$ cat src/rtl/pcu_pkg.sv
package pcu_pkg;

    // Opcode values in instruction bits [15:12]
    localparam logic [3:0] OPC_BRANCH = 4'b1101;
    localparam logic [3:0] OPC_CALL   = 4'b1110;
    localparam logic [3:0] OPC_RET    = 4'b1111;

    // Condition flags as carried on the flag bus, MSB first
    typedef struct packed {
        logic z;
        logic v;
        logic n;
    } flags_t;

    // Selected control-flow kind for the current instruction
    typedef enum logic [1:0] {
        FLOW_SEQ    = 2'd0,
        FLOW_BRANCH = 2'd1,
        FLOW_CALL   = 2'd2,
        FLOW_RET    = 2'd3
    } flow_e;

    // Run controller
    typedef enum logic {
        PCU_HALT = 1'b0,
        PCU_RUN  = 1'b1
    } pcu_state_e;

endpackage

$ cat src/rtl/pcu_cond_eval.sv
module pcu_cond_eval
    import pcu_pkg::*;
#(
    parameter int COND_W = 3
) (
    input  logic [COND_W-1:0] cond_i,
    input  flags_t            flags_i,
    output logic              taken_o
);

    logic less;

    assign less = flags_i.n & ~flags_i.v;

    always_comb begin
        unique case (cond_i)
            3'b000:  taken_o = flags_i.z;
            3'b001:  taken_o = less;
            3'b010:  taken_o = ~flags_i.z & ~flags_i.n & ~flags_i.v;
            3'b011:  taken_o = flags_i.v;
            3'b100:  taken_o = ~flags_i.z;
            3'b101:  taken_o = ~less;
            3'b110:  taken_o = less | flags_i.z;
            3'b111:  taken_o = 1'b1;
            default: taken_o = 1'b0;
        endcase
    end

endmodule

$ cat src/rtl/pcu_target_gen.sv
module pcu_target_gen #(
    parameter int ADDR_W    = 16,
    parameter int OFF_W     = 8,
    parameter int PAGE_LO_W = 12,
    parameter int STEP      = 2
) (
    input  logic [ADDR_W-1:0]    pc_i,
    input  logic [OFF_W-1:0]     off_i,
    input  logic [PAGE_LO_W-1:0] page_lo_i,
    output logic [ADDR_W-1:0]    pc_inc_o,
    output logic [ADDR_W-1:0]    br_target_o,
    output logic [ADDR_W-1:0]    call_target_o
);

    localparam int EXT_W = ADDR_W - OFF_W - 1;

    logic [ADDR_W-1:0] disp;

    // Offset counts instructions: sign-extend, then scale by two
    assign disp          = {{EXT_W{off_i[OFF_W-1]}}, off_i, 1'b0};
    assign pc_inc_o      = pc_i + ADDR_W'(STEP);
    assign br_target_o   = pc_inc_o + disp;
    assign call_target_o = {pc_inc_o[ADDR_W-1:PAGE_LO_W], page_lo_i};

endmodule

$ cat src/rtl/pc_seq_unit.sv
module pc_seq_unit
    import pcu_pkg::*;
#(
    parameter int ADDR_W    = 16,
    parameter int INSTR_W   = 16,
    parameter int REG_IDX_W = 4,
    parameter int LINK_REG  = 13
) (
    input  logic                 clk,
    input  logic                 rst,
    input  logic [INSTR_W-1:0]   instr_i,
    input  logic [2:0]           flags_i,
    input  logic [ADDR_W-1:0]    link_i,
    output logic [ADDR_W-1:0]    pc_o,
    output logic                 link_we_o,
    output logic [REG_IDX_W-1:0] link_idx_o,
    output logic [ADDR_W-1:0]    link_data_o
);

    localparam int OPC_W     = 4;
    localparam int OPC_LO    = INSTR_W - OPC_W;
    localparam int PAGE_LO_W = INSTR_W - OPC_W;
    localparam int OFF_W     = 8;
    localparam int COND_W    = 3;
    localparam int STEP      = INSTR_W / 8;
    localparam int EXT_W     = ADDR_W - OFF_W - 1;

    logic [OPC_W-1:0]  opcode;
    logic              br_taken;
    flow_e             flow;
    pcu_state_e        state_q;
    logic [ADDR_W-1:0] pc_q;
    logic [ADDR_W-1:0] pc_next;
    logic [ADDR_W-1:0] pc_inc;
    logic [ADDR_W-1:0] br_target;
    logic [ADDR_W-1:0] call_target;

    assign opcode = instr_i[INSTR_W-1:OPC_LO];

    pcu_cond_eval #(
        .COND_W (COND_W)
    ) u_cond (
        .cond_i  (instr_i[OFF_W+COND_W-1:OFF_W]),
        .flags_i (flags_t'(flags_i)),
        .taken_o (br_taken)
    );

    pcu_target_gen #(
        .ADDR_W    (ADDR_W),
        .OFF_W     (OFF_W),
        .PAGE_LO_W (PAGE_LO_W),
        .STEP      (STEP)
    ) u_tgt (
        .pc_i          (pc_q),
        .off_i         (instr_i[OFF_W-1:0]),
        .page_lo_i     (instr_i[PAGE_LO_W-1:0]),
        .pc_inc_o      (pc_inc),
        .br_target_o   (br_target),
        .call_target_o (call_target)
    );

    // Flow selection
    always_comb begin
        flow = FLOW_SEQ;
        unique case (opcode)
            OPC_BRANCH: flow = br_taken ? FLOW_BRANCH : FLOW_SEQ;
            OPC_CALL:   flow = FLOW_CALL;
            OPC_RET:    flow = FLOW_RET;
            default:    flow = FLOW_SEQ;
        endcase
    end

    always_comb begin
        unique case (flow)
            FLOW_SEQ:    pc_next = pc_inc;
            FLOW_BRANCH: pc_next = br_target;
            FLOW_CALL:   pc_next = call_target;
            FLOW_RET:    pc_next = link_i;
            default:     pc_next = pc_inc;
        endcase
    end

    // State register: run controller and PC
    always_ff @(posedge clk) begin
        if (rst) begin
            state_q <= PCU_HALT;
            pc_q    <= '0;
        end else begin
            state_q <= PCU_RUN;
            pc_q    <= pc_next;
        end
    end

    // Outputs
    always_comb begin
        pc_o        = pc_q;
        link_we_o   = (flow == FLOW_CALL) && !rst;
        link_idx_o  = REG_IDX_W'(LINK_REG);
        link_data_o = pc_inc;
    end


    reset_clear_chk: assert property (@(posedge clk) rst |=> pc_o == '0);


    reset_no_link_chk: assert property (@(posedge clk) rst |-> !link_we_o);


    halt_pc_zero_chk: assert property (@(posedge clk) (state_q == PCU_HALT) |-> pc_o == '0);


    seq_advance_chk: assert property (@(posedge clk) disable iff (rst)
        (opcode != OPC_BRANCH && opcode != OPC_CALL && opcode != OPC_RET)
        |=> pc_o == $past(pc_o) + ADDR_W'(STEP));


    always_taken_chk: assert property (@(posedge clk) disable iff (rst)
        (opcode == OPC_BRANCH && instr_i[OFF_W+COND_W-1:OFF_W] == 3'b111)
        |=> pc_o == $past(pc_o) + ADDR_W'(STEP)
                  + {{EXT_W{$past(instr_i[OFF_W-1])}}, $past(instr_i[OFF_W-1:0]), 1'b0});


    call_splice_chk: assert property (@(posedge clk) disable iff (rst)
        link_we_o |=> pc_o == {$past(link_data_o[ADDR_W-1:PAGE_LO_W]),
                               $past(instr_i[PAGE_LO_W-1:0])});


    ret_load_chk: assert property (@(posedge clk) disable iff (rst)
        (opcode == OPC_RET) |=> pc_o == $past(link_i));

endmodule

$ cat config.mk
export PLATFORM = sky130hd
export DESIGN_NAME = pc_seq_unit
export DESIGN_NICKNAME = d
export VERILOG_FILES = /design/src/rtl/pcu_pkg.sv /design/src/rtl/pcu_cond_eval.sv /design/src/rtl/pcu_target_gen.sv /design/src/rtl/pc_seq_unit.sv
export SDC_FILE = /design/constraint.sdc
export NUM_CORES = 1
export LEC_CHECK = 0
export BUFFER_PORTS_ARGS = -buffer_cell sky130_fd_sc_hd__buf_2
export CAP_MARGIN = 20
export CORE_UTILIZATION = 35
export CTS_BUF_LIST = sky130_fd_sc_hd__clkbuf_4 sky130_fd_sc_hd__clkbuf_8 sky130_fd_sc_hd__clkbuf_16
export CTS_CLUSTER_DIAMETER = 200
export CTS_CLUSTER_SIZE = 25
export DETAILED_ROUTE_END_ITERATION = 10
export GPL_TIMING_DRIVEN = 0
export PLACE_DENSITY = 0.71
export SLEW_MARGIN = 0
export SYNTH_ARGS = -nofsm -noshare
export SYNTH_HDL_FRONTEND = slang
export SYNTH_SLANG_ARGS = --single-unit
$ cat constraint.sdc
create_clock -name clk -period 3.9 [get_ports clk]
set_input_delay 0.78 -clock clk [delete_from_list [all_inputs] [get_ports clk]]
set_output_delay 0.78 -clock clk [all_outputs]
set_load 0.1 [all_outputs]
==> metrics.md <==
| Metric | Value |
|---|---|
| Status | complete, no violations |
| Synth Area in XOR/XNOR | 10.1% |
| Diodes inserted | 0 |
| Number of synthesized register bits | 16 |
| H-tree depth | 1 |
| Io pins | 74 |
| P_sw | 435 uW |
| CP Cell Sequence | ha_1 > nand3_1 > xnor2_4 > ha_1 > a21o_1 > a221oi_1 > o31ai_1 > a31oi_1 > xor2_1 > a2111oi_1 |
| CP dominant cell by count | ha_1 |
| Main combinational cell family by area after synthesis | compound AO/OA/AOI/OAI gates |
| Die Span Y | 75.7 um |
| Relative slew slack | a little over half |
| Postcts setup bufs | 0 |
| CP Capture Type | flip-flop |
| Drt pass-1 iters | 4 |
| Final HPWL DP | 4720 um |
| CTS tree | yes |
| Ranking of synthesized cells by area | dfxtp_1 (17%), ha_1 (13%), xnor2_1 (5.1%) |
| Period utilization | between 80% and 90% |
| Slowest stage delay, CP | approximately 0.63 ns |
| Area delta synth->final | 36.2% |
| Port Buffer Count | 66 |
| RR Startpoint | pc_o[1] |
| Utilization after layout | 50.0% |
| Vias in the first global route | 2007 |
| Starting Density | 36.7% |
| Share of cells above drive strength 1 | about a third |
| Leading area contributor after synthesis | dfxtp_1 |
| Routed wire length | 5670 um |
| Vias per inst | 5.52 |
| Via count | 2173 |
| Hold WC Path Type | flip-flop to flip-flop |
| Reg2Reg Depth | 10 |
| Mapped Cells | 252 |
| Clock Sinks | 16 |
| Die area | 0.00573 mm^2 |
| Multi-input gate area | 0.00168 mm^2 |
| Wire length per cell | 14.4 um |
| Worst reg2reg path endpoint | pc_o[13] |
| FILL cells | approximately 520 |
| Complex-gate fraction of the synthesized area | 27.5% |
| Net Sw Frac | 53.5% |
| Post-Synth Simple-Gate Area | around 24% |
| Final cell count without fillers | 394 |
| Syn Area/Cell | 7.54 um^2 |
| CTS root buffer | clkbuf_8 |
| Flip-flop count of the largest register after layout | 16 |
| GRT overflow | 0 |
| Reg2reg setup slack | 0.46 ns |
| Worst Path Required | 4.03 ns |
| Arr. time, crit path | 3.57 ns |
| Design area | 0.00259 mm^2 |
| Total power | 812 uW |
| CTS buffer count | 3 |
| Final min period | between 3 and 4 ns |
| Synth top area share | 16.9% |
| Critical path startpoint category | flip-flop |
| Ys async rst share | 0% |
| Top-count cell post-synth | ha_1 |
| Initial antenna violation count | 0 |
| Reg power frac | 24.5% |
| Synth top cells by count | ha_1 (19), nand2_1 (18), a21oi_1 (17), dfxtp_1 (16), o21ai_0 (16) |
| Mux share of post-synthesis cell area | under 10% |
| DP Area | 0.00254 mm^2 |
| Post-Place Cells | 390 |
| Adder-Cell Fraction of Synth Area | 13.6% |
| Clock slew at reported path FFs | 0.06 ns |
| WHS Endpoint | pc_o[1] |
| Hold wc startpoint | pc_o[1] |
| Largest net degree at the start of global routing | 14 |
| Setup Crit Path Kind | flip-flop to flip-flop |
| Post-CTS sizing | 0 |
| Clock power share | 15.3% |
| Final hold viol count | 0 |
| Setup tns final | 0 ns |
| Die Wd | approximately 76 um |
| Gp weighted congestion | 0.832 |
| Worst-Skew Late Latency | 0.25 ns |
| Pwr dens | 314 mW/mm^2 |
| RSZ-0062 raised after global routing | no |
| Fmax | 291 MHz |
| # setup viols final | 0 |
| First-pass GRT wire length | 9210 um |
| Total leakage power | 1.24 nW |
| Cell internal pwr | about 380 uW |
| WHS Path Cells | 1 |
| Synthesized area | 0.00190 mm^2 |
| Setup Skew | 0.00460 ns |
| Maximum clock path buffer count | 2 |
| Worst IR Drop VDD | between 0.3 and 0.4 mV |
| Seq/Total Area, Yosys | 16.9% |
| Combinational Power Share | 60.1% |
| Top FF cell, synth | dfxtp_1 |
| YS warnings | 0 |
| Hold-fix buffers, CTS | 0 |
| Gr usage total | 21.3% |
| Core ar. | between 0.005 and 0.006 mm^2 |
| Max-Cap Viols | 0 |
| Library cells used by synthesis | 46 |
| Final nets | 382 |
| Final slew viol count | 0 |
| Tightest Pin Transition | 0.687 ns |
| Critical path's slowest cell | a221oi_1 |
| CP Max Fanout | 5 |
| Num rows | 26 |
| DRC viols | 0 |
| Antenna viol nets, final | 0 |
| Sequential cell area | approximately 340 um^2 |
| EDFF count, synth | 0 |
| First DRT Iteration DRCs | 88 |
[stage by stage]
stage | hold slack [ns] | worst slack [ns]
2_1_floorplan | 0.838 | 0.00113
3_5_place_dp | 0.506 | 0.541
6_report | 0.513 | 0.459
4_1_cts | 0.516 | 0.514
5_1_grt | 0.533 | 0.167
3_3_place_gp | 0.496 | 0.557
[power by group through the flow]
stage          Clock, mW  Sequential (mW)  Combinational (mW)
2_1_floorplan          0            0.291               0.306
3_3_place_gp           0            0.203               0.483
3_5_place_dp           0            0.203               0.486
4_1_cts            0.129            0.200               0.488
5_1_grt            0.135            0.202               0.521
6_report           0.124            0.199               0.488
[per-layer routing]
layer	up-vias	global-route usage [%]	routed length (um)	part of all wire [%]
met3	5	2.91	362	6.4
met4	0	1.85	24	0.42
met5	-	0	0	0
li1	1074	-	-	-
met1	1008	27.7	2620	46
met2	86	38.9	2670	47
[cell type report]
type                       instances  share of cell area, %
buffer                            14                   2.85
clock buffer                       3                   1.60
clock inverter                     1                  0.145
inverter                           8                   1.16
multi-input combinational        216                   64.9
sequential                        16                   13.2
tap                               70                   3.38
timing repair buffer              66                   12.8
[critical path: cells and delay by family, from the launching register on]
family | cells | cell delay (ns)
adder cells (fa/ha/maj) | 2 | 0.69
AO/OA/AOI/OAI | 5 | 1.69
XOR/XNOR | 2 | 0.34
AND/OR/NAND/NOR | 1 | 0.23
flip-flops | 1 | 0.38
[cells in the final DEF, fill, tap and decap left out, drive strengths merged, types with 10 or more instances in the layout]
cell   count
xor2      11
a21o      11
o21ai     18
dfxtp     16
nand2     18
xnor2     11
a21oi     17
nor2      14
ha        19
buf       74
nand3     10
[worst max path at each step]
stage / from / endpoint / slack, ns / depth (start not counted)
after floorplan: pc_o[1] / pc_o[13] / 0.001 / 10
after global placement: instr_i[0] / pc_o[13] / 0.56 / 9
after detailed placement: pc_o[1] / pc_o[13] / 0.54 / 10
after CTS: pc_o[1] / pc_o[13] / 0.51 / 10
after global routing: pc_o[1] / pc_o[13] / 0.17 / 10
final: pc_o[1] / pc_o[13] / 0.46 / 10
[cells by family (layout without fill, tap and decap cells)]
logic type,Yosys count,in the layout
xor+xnor,22,22
flops,16,16
fa+ha+maj,20,20
buf+inv,22,92
mux,3,3
simple gates,88,88
compound gates,79,79
other cells,2,4
No activity file was read; power rests on OpenSTA's default activity.
